[config.mk]
export PLATFORM = sky130hd
export DESIGN_NAME = tc_setclr
export DESIGN_NICKNAME = d
export VERILOG_FILES = /design/src/rtl/tc_setclr.sv
export SDC_FILE = /design/constraint.sdc
export NUM_CORES = 1
export LEC_CHECK = 0
export CORE_MARGIN = 3
export CORE_UTILIZATION = 60
export DETAILED_ROUTE_END_ITERATION = 6
export DONT_BUFFER_PORTS = 1
export HOLD_SLACK_MARGIN = 0.1
export MAX_ROUTING_LAYER = met4
export PLACE_DENSITY = 0.76
export SETUP_SLACK_MARGIN = 0.1
export SYNTH_ARGS = -nofsm -noshare
export SYNTH_HDL_FRONTEND = slang
export SYNTH_SLANG_ARGS = --single-unit
[constraint.sdc]
create_clock -name clk -period 6.2 [get_ports clk]
set_input_delay 1.24 -clock clk [delete_from_list [all_inputs] [get_ports clk]]
set_output_delay 1.24 -clock clk [all_outputs]
set_load 0.02 [all_outputs]
[src/rtl/tc_setclr.sv]
module tc_setclr #(
  parameter int W = 16
) (
  input  logic         clk,
  input  logic         rst_n,
  input  logic         tick,
  input  logic         set_wr,
  input  logic [5:0]   set_data,
  input  logic         clr_wr,
  input  logic [5:0]   clr_data,
  input  logic         per_buf_wr,
  input  logic [W-1:0] per_buf_data,
  input  logic         cmp_buf_wr,
  input  logic [W-1:0] cmp_buf_data,
  input  logic         cap_en,
  output logic [5:0]   ctrl_rd,
  output logic [W-1:0] count,
  output logic         running,
  output logic [W-1:0] per_q,
  output logic [W-1:0] cmp_q,
  output logic         wrap_o,
  output logic         cmp_hit
);
  localparam logic [2:0] CMD_RETRIG = 3'd1;
  localparam logic [2:0] CMD_STOP   = 3'd2;
  localparam logic [2:0] CMD_FUPD   = 3'd3;

  logic         oneshot, dir, lock;
  logic [2:0]   cmd, cmd_n;
  logic [W-1:0] per_buf, cmp_buf, cnt_n;
  logic         run_n, wrap_n, copy;

  assign ctrl_rd = {cmd, lock, dir, oneshot};
  assign cmp_hit = (count == cmp_q);

  always_comb begin
    cmd_n = tick ? 3'd0 : cmd;
    if (clr_wr && clr_data[5:3] != 3'd0) cmd_n = 3'd0;
    if (set_wr && set_data[5:3] != 3'd0) cmd_n = set_data[5:3];
  end

  always_comb begin
    cnt_n  = count;
    run_n  = running;
    wrap_n = 1'b0;
    copy   = 1'b0;
    if (tick) begin
      if (cmd == CMD_RETRIG) begin
        cnt_n = dir ? per_q : '0;
        run_n = 1'b1;
      end else if (cmd == CMD_STOP) begin
        run_n = 1'b0;
      end else if (running) begin
        if (!dir) begin
          if (count >= per_q) begin
            cnt_n  = '0;
            wrap_n = 1'b1;
          end else begin
            cnt_n = count + 1'b1;
          end
        end else begin
          if (count == '0) begin
            cnt_n  = per_q;
            wrap_n = 1'b1;
          end else begin
            cnt_n = count - 1'b1;
          end
        end
        if (wrap_n && oneshot) run_n = 1'b0;
      end
      copy = (cmd == CMD_FUPD) || (wrap_n && !(lock && !cap_en));
    end
  end

  always_ff @(posedge clk) begin
    if (!rst_n) begin
      oneshot <= 1'b0;
      dir     <= 1'b0;
      lock    <= 1'b0;
      cmd     <= 3'd0;
      count   <= '0;
      running <= 1'b1;
      per_q   <= '1;
      cmp_q   <= '0;
      per_buf <= '1;
      cmp_buf <= '0;
      wrap_o  <= 1'b0;
    end else begin
      oneshot <= (set_wr & set_data[0]) | (oneshot & ~(clr_wr & clr_data[0]));
      dir     <= (set_wr & set_data[1]) | (dir & ~(clr_wr & clr_data[1]));
      lock    <= (set_wr & set_data[2]) | (lock & ~(clr_wr & clr_data[2]));
      cmd     <= cmd_n;
      count   <= cnt_n;
      running <= run_n;
      wrap_o  <= wrap_n;
      if (copy) begin
        per_q <= per_buf;
        cmp_q <= cmp_buf;
      end
      if (per_buf_wr) per_buf <= per_buf_data;
      if (cmp_buf_wr) cmp_buf <= cmp_buf_data;
    end
  end


  cmd_selfclear_chk: assert property (@(posedge clk) disable iff (!rst_n)
    (tick && !(set_wr && set_data[5:3] != 3'd0)) |=> ctrl_rd[5:3] == 3'd0);


  set_wins_chk: assert property (@(posedge clk) disable iff (!rst_n)
    set_wr |=> ((ctrl_rd[2:0] & $past(set_data[2:0])) == $past(set_data[2:0])));


  flag_clear_chk: assert property (@(posedge clk) disable iff (!rst_n)
    (clr_wr && !set_wr) |=> ((ctrl_rd[2:0] & $past(clr_data[2:0])) == 3'd0));


  no_tick_hold_chk: assert property (@(posedge clk) disable iff (!rst_n)
    !tick |=> $stable(count));


  stopped_hold_chk: assert property (@(posedge clk) disable iff (!rst_n)
    (!running && !(tick && ctrl_rd[5:3] == CMD_RETRIG)) |=> ($stable(count) && !running));


  lock_block_chk: assert property (@(posedge clk) disable iff (!rst_n)
    (!(tick && ctrl_rd[5:3] == CMD_FUPD) && ctrl_rd[2] && !cap_en) |=> ($stable(per_q) && $stable(cmp_q)));


  wrap_pulse_chk: assert property (@(posedge clk) disable iff (!rst_n)
    wrap_o |-> $past(tick));
endmodule

# Word level (Yosys, flattened, before mapping)
# Cells that the tools add are included.
# op_classes
n_reduce_logical	15
magnitude_cmp	1
n_mux	26
eq_ne	5
bitwise	15
add_sub_neg	2
# ops
operator	count
$mux 16	7
$add 16x1->16 const B	1
$eq 16x16->1	1
$ge 16x16->1	1
$logic_not 16->1	1
$mux 1	16
$sub 16x1->16 const B	1
$and 1x1->1	9
$mux 3	3
$reduce_bool 3->1	3
$eq 3x2->1 const B	2
$logic_and 1x1->1	5
$eq 3x1->1 const B	1
$not 1->1	3
$or 1x1->1	3
$reduce_and 3->1	1
$logic_not 1->1	2
$ne 2x2->1 const B	1
$reduce_and 2->1	1
$reduce_bool 2->1	1
$logic_or 1x1->1	1
# totals
wordCells	75
output_inout_bits	57
regBits	88

# Logic depth before layout (Yosys ltp)
# logic_depth
ltp_word	14
mapped_depth	10

# Worst setup path after synthesis
# Ideal clock, no wire load.
# synth_path
path_kind	reg2out
from	register count[11]
to	output port cmp_hit
slack_ps	3123
t_arrival_ps	1837
stages_incl_launch_ff	5
path_cell_list	dfxtp_1 > buf_1 > xnor2_1 > nand4_1 > nor4_1
# synth_via
elab_chain_cells	1
# synth_rtl
item	line	text
from (decl)	17	output logic [W-1:0] count,
from (signal assigned)	93	count <= cnt_n;
$eq 16x16->1	34	assign cmp_hit = (count == cmp_q);
to (decl)	22	output logic cmp_hit
# Every way passes these cells.

# Worst setup path in the final report
# Same ends and word-level chain as after synthesis.

==> flow_metrics.py <==
metrics = {
    "sta": {
        "setup_violations": 0,
        "tightest_slew_ps": 1037,
        "rsz0062_at_grt": "no",
        "finalSetupTns_ps": 0,
        "max_clock_freq_mhz": 278.3,
        "slew_headroom_pct": 30.58,
        "finalHoldViolCount": 0,
        "slew_viol_final": 0,
        "hold_slack_ps": 455.4,
        "timing.final.crit_share_pct": 57.96,
        "period_minus_slack_ps": 3594,
        "finClkSkew_ps": 13.30,
    },
    "synth": {
        "synth_top_area_share_pct": 33.18,
        "async_flop_share_pct": 0,
        "synth_edf_count": 0,
        "syn_inst": 606,
        "ys.flop_type": "dfxtp_1",
        "syn-num-nets": 677,
        "synth_area_leaders": "dfxtp_1 33%, mux2i_1 12%, nor2b_1 6.5%, nand2_1 5.2%, xnor2_1 4.6%",
        "yosysSeqAreaShare_pct": 33.18,
        "ys_ff_latch": 88,
        "yosys.area.top_type": "dfxtp_1",
        "ys_warn_count": 0,
        "synth_area_um2": 5309,
        "ys_types": 63,
        "avgSynthCellArea_um2": 8.760,
    },
    "grt": {
        "grt_first_pass_wirelength_um": 20500,
        "grtUsageTotal_pct": 26.15,
        "grt_max_degree": 122,
        "grt_pass1_vias": 4013,
        "antenna_found_initial": 0,
        "grt-ovfl-total": 0,
    },
    "setup_path": {
        "cp.required_ps": 4960,
        "path_max_fanout": 14,
        "start_kind": "flip-flop",
        "crit_path_end_kind": "output port",
        "criticalPathCategory": "reg2out",
        "cp.arrival_ps": 2350,
    },
    "cts": {
        "cts_setup_buffers": 0,
        "h-tree-depth": 3,
        "clk_path_buf_depth": 2,
        "ctsHoldBuffers": 0,
        "cts-root-buf": "clkbuf_8",
        "clk_pin_slew_ps": 90,
        "clock_latency_ps": 350,
        "cts-resized-gates": 0,
        "cts.sinks": 88,
        "cts_tree": "built",
        "numCtsBuffers": 9,
    },
    "drt": {
        "drtIter0Drc": 271,
        "post-route-drc-count": 0,
        "wl_um": 12770,
        "drt_pass1_iterations": 5,
        "wl_per_cell_um": 18.89,
        "viasPerCell": 6.312,
        "top_layer": "met4",
        "met1Wirelength_um": 5504,
        "wl_met3_um": 1041,
        "wl_met2_um": 6005,
        "num_vias": 4267,
        "postRouteAntennaNets": 0,
    },
    "floorplanning": {
        "initial_utilization_pct": 63.03,
        "ios": 109,
        "num_rows": 33,
        "die_w_um": 100.1,
        "die_height_um": 100.1,
        "die_area_um2": 10010,
        "core_area_um2": 8423,
    },
    "power_and_ir_drop": {
        "swShare_pct": 30.71,
        "internal-power_w": 0.0009125,
        "power.density_nw_per_um2": 244.9,
        "vdd.ir_drop.worst_uv": 146.1,
        "power_frac_clock_pct": 32.0,
        "combPwrFrac_pct": 17.8,
        "p_sw_w": 0.0004044,
        "power_leakage_nw": 2.372,
        "seq_power_share_pct": 50.2,
    },
    "layout": {
        "drive_above_1_share_pct": 6.480,
        "diodes": 0,
        "final_nets": 637,
        "synthToLayoutAreaGrowth_pct": 1.273,
        "design_area_um2": 5376,
    },
    "placement": {
        "hpwl_um": 9097,
        "gp_congestion": 0.9855,
        "dpl_cell_area_um2": 5162,
        "portBuffers": 0,
    },
    "job": {
        "maxCapViolCount": 0,
    },
    "hold_path": {
        "worstHoldPathType": "reg2reg",
    },
    "outcome": {
        "outcome": "completed",
    },
}
power by group through the flow:
| stage | clock network (W) | logic, W | registers (W) |
|---|---|---|---|
| after detailed placement | 0 | 0.000231 | 0.000673 |
| after global placement | 0 | 0.000227 | 0.000672 |
| after global routing | 0.000453 | 0.000259 | 0.000666 |
| after floorplan | 0 | 0.000247 | 0.000636 |
| final | 0.000422 | 0.000234 | 0.000661 |
| after CTS | 0.000432 | 0.000232 | 0.000660 |
metrics by stage:
stage               setup WS, ps  utilization (%)  cells   power, W
CTS                         2573            63.83    676   0.001324
detailed placement          2866            61.29    660  0.0009037
floorplan                   3123                -    606  0.0008831
finish                      2606            63.83    676   0.001317
global placement            2935            61.29    660  0.0008988
global route                2512            63.83    676   0.001378
worst paths after layout:
check	startpoint	endpoint	slack, ps	depth (start not counted)
min reg2reg	cmp_buf[7]	cmp_q[7]	460	2
max reg2reg	count[15]	per_q[5]	2780	7
min	cmp_buf[7]	cmp_q[7]	460	2
max	count[11]	cmp_hit	2610	3
Yosys cell counts (12+ instances only):
library cell,number
a21oi_1,22
buf_4,12
clkbuf_1,25
dfxtp_1,88
ha_1,19
inv_1,23
mux2i_1,64
nand2_1,73
nor2_1,22
nor2b_1,55
o211ai_1,14
o21ai_0,12
xnor2_1,28
xor2_1,13
critical path, cell delays in order (launching register included):
cell	delay [ps]
dfxtp_1	820
xnor2_1	200
nand4_1	110
nor4_1	870
metal layers:
layer | global-route usage (%) | vias up
li1 | - | 2042
met1 | 33.38 | 2021
met2 | 41.10 | 184
met3 | 6.880 | 20
met4 | 7.358 | 0
met5 | - | -
cell usage in the layout (no fill, tap or decap), drive strengths merged, types with 6 or more instances in the layout:
| cell type | count |
|---|---|
| dfxtp | 88 |
| nand2 | 74 |
| mux2i | 64 |
| nor2b | 55 |
| xnor2 | 28 |
| inv | 24 |
| nor2 | 23 |
| a21oi | 22 |
| ha | 19 |
| o211ai | 14 |
| o21ai | 14 |
| xor2 | 13 |
| nand3 | 11 |
| clkbuf | 11 |
| nand4 | 9 |
| nor4 | 8 |
| nor3 | 7 |
| a22oi | 7 |
| a31oi | 6 |
| a211oi | 6 |
registers in the layout, summed over array words and instances, names as in the netlist:
register	cells
lock	1
per_buf	16
cmp_buf	16
cmp_q	16
oneshot	1
dir	1
wrap_o	1
running	1
cmd	3
per_q	16
count	16
final cells by class:
type / count / area (µm²)
Clock inverter: 5 / 62.56
Inverter: 23 / 86.33
Fill cell: 737 / 3047
Sequential cell: 88 / 1762
Tap cell: 105 / 131.4
Multi-Input combinational cell: 442 / 3168
Timing Repair Buffer: 2 / 15.01
Clock buffer: 11 / 151.4
cell families (layout without fill, tap and decap cells):
group	Yosys count	count (layout)	share of synthesized area (%)
buffers and inverters	76	41	7.259
AND/OR/NAND/NOR	215	215	21.75
multiplexers	66	66	12.49
XOR/XNOR	41	41	6.764
flip-flops	88	88	33.18
adder cells (fa/ha/maj)	19	19	4.478
AO/OA/AOI/OAI	101	101	14.07
Note: power is estimated with default switching activity, not from simulation.
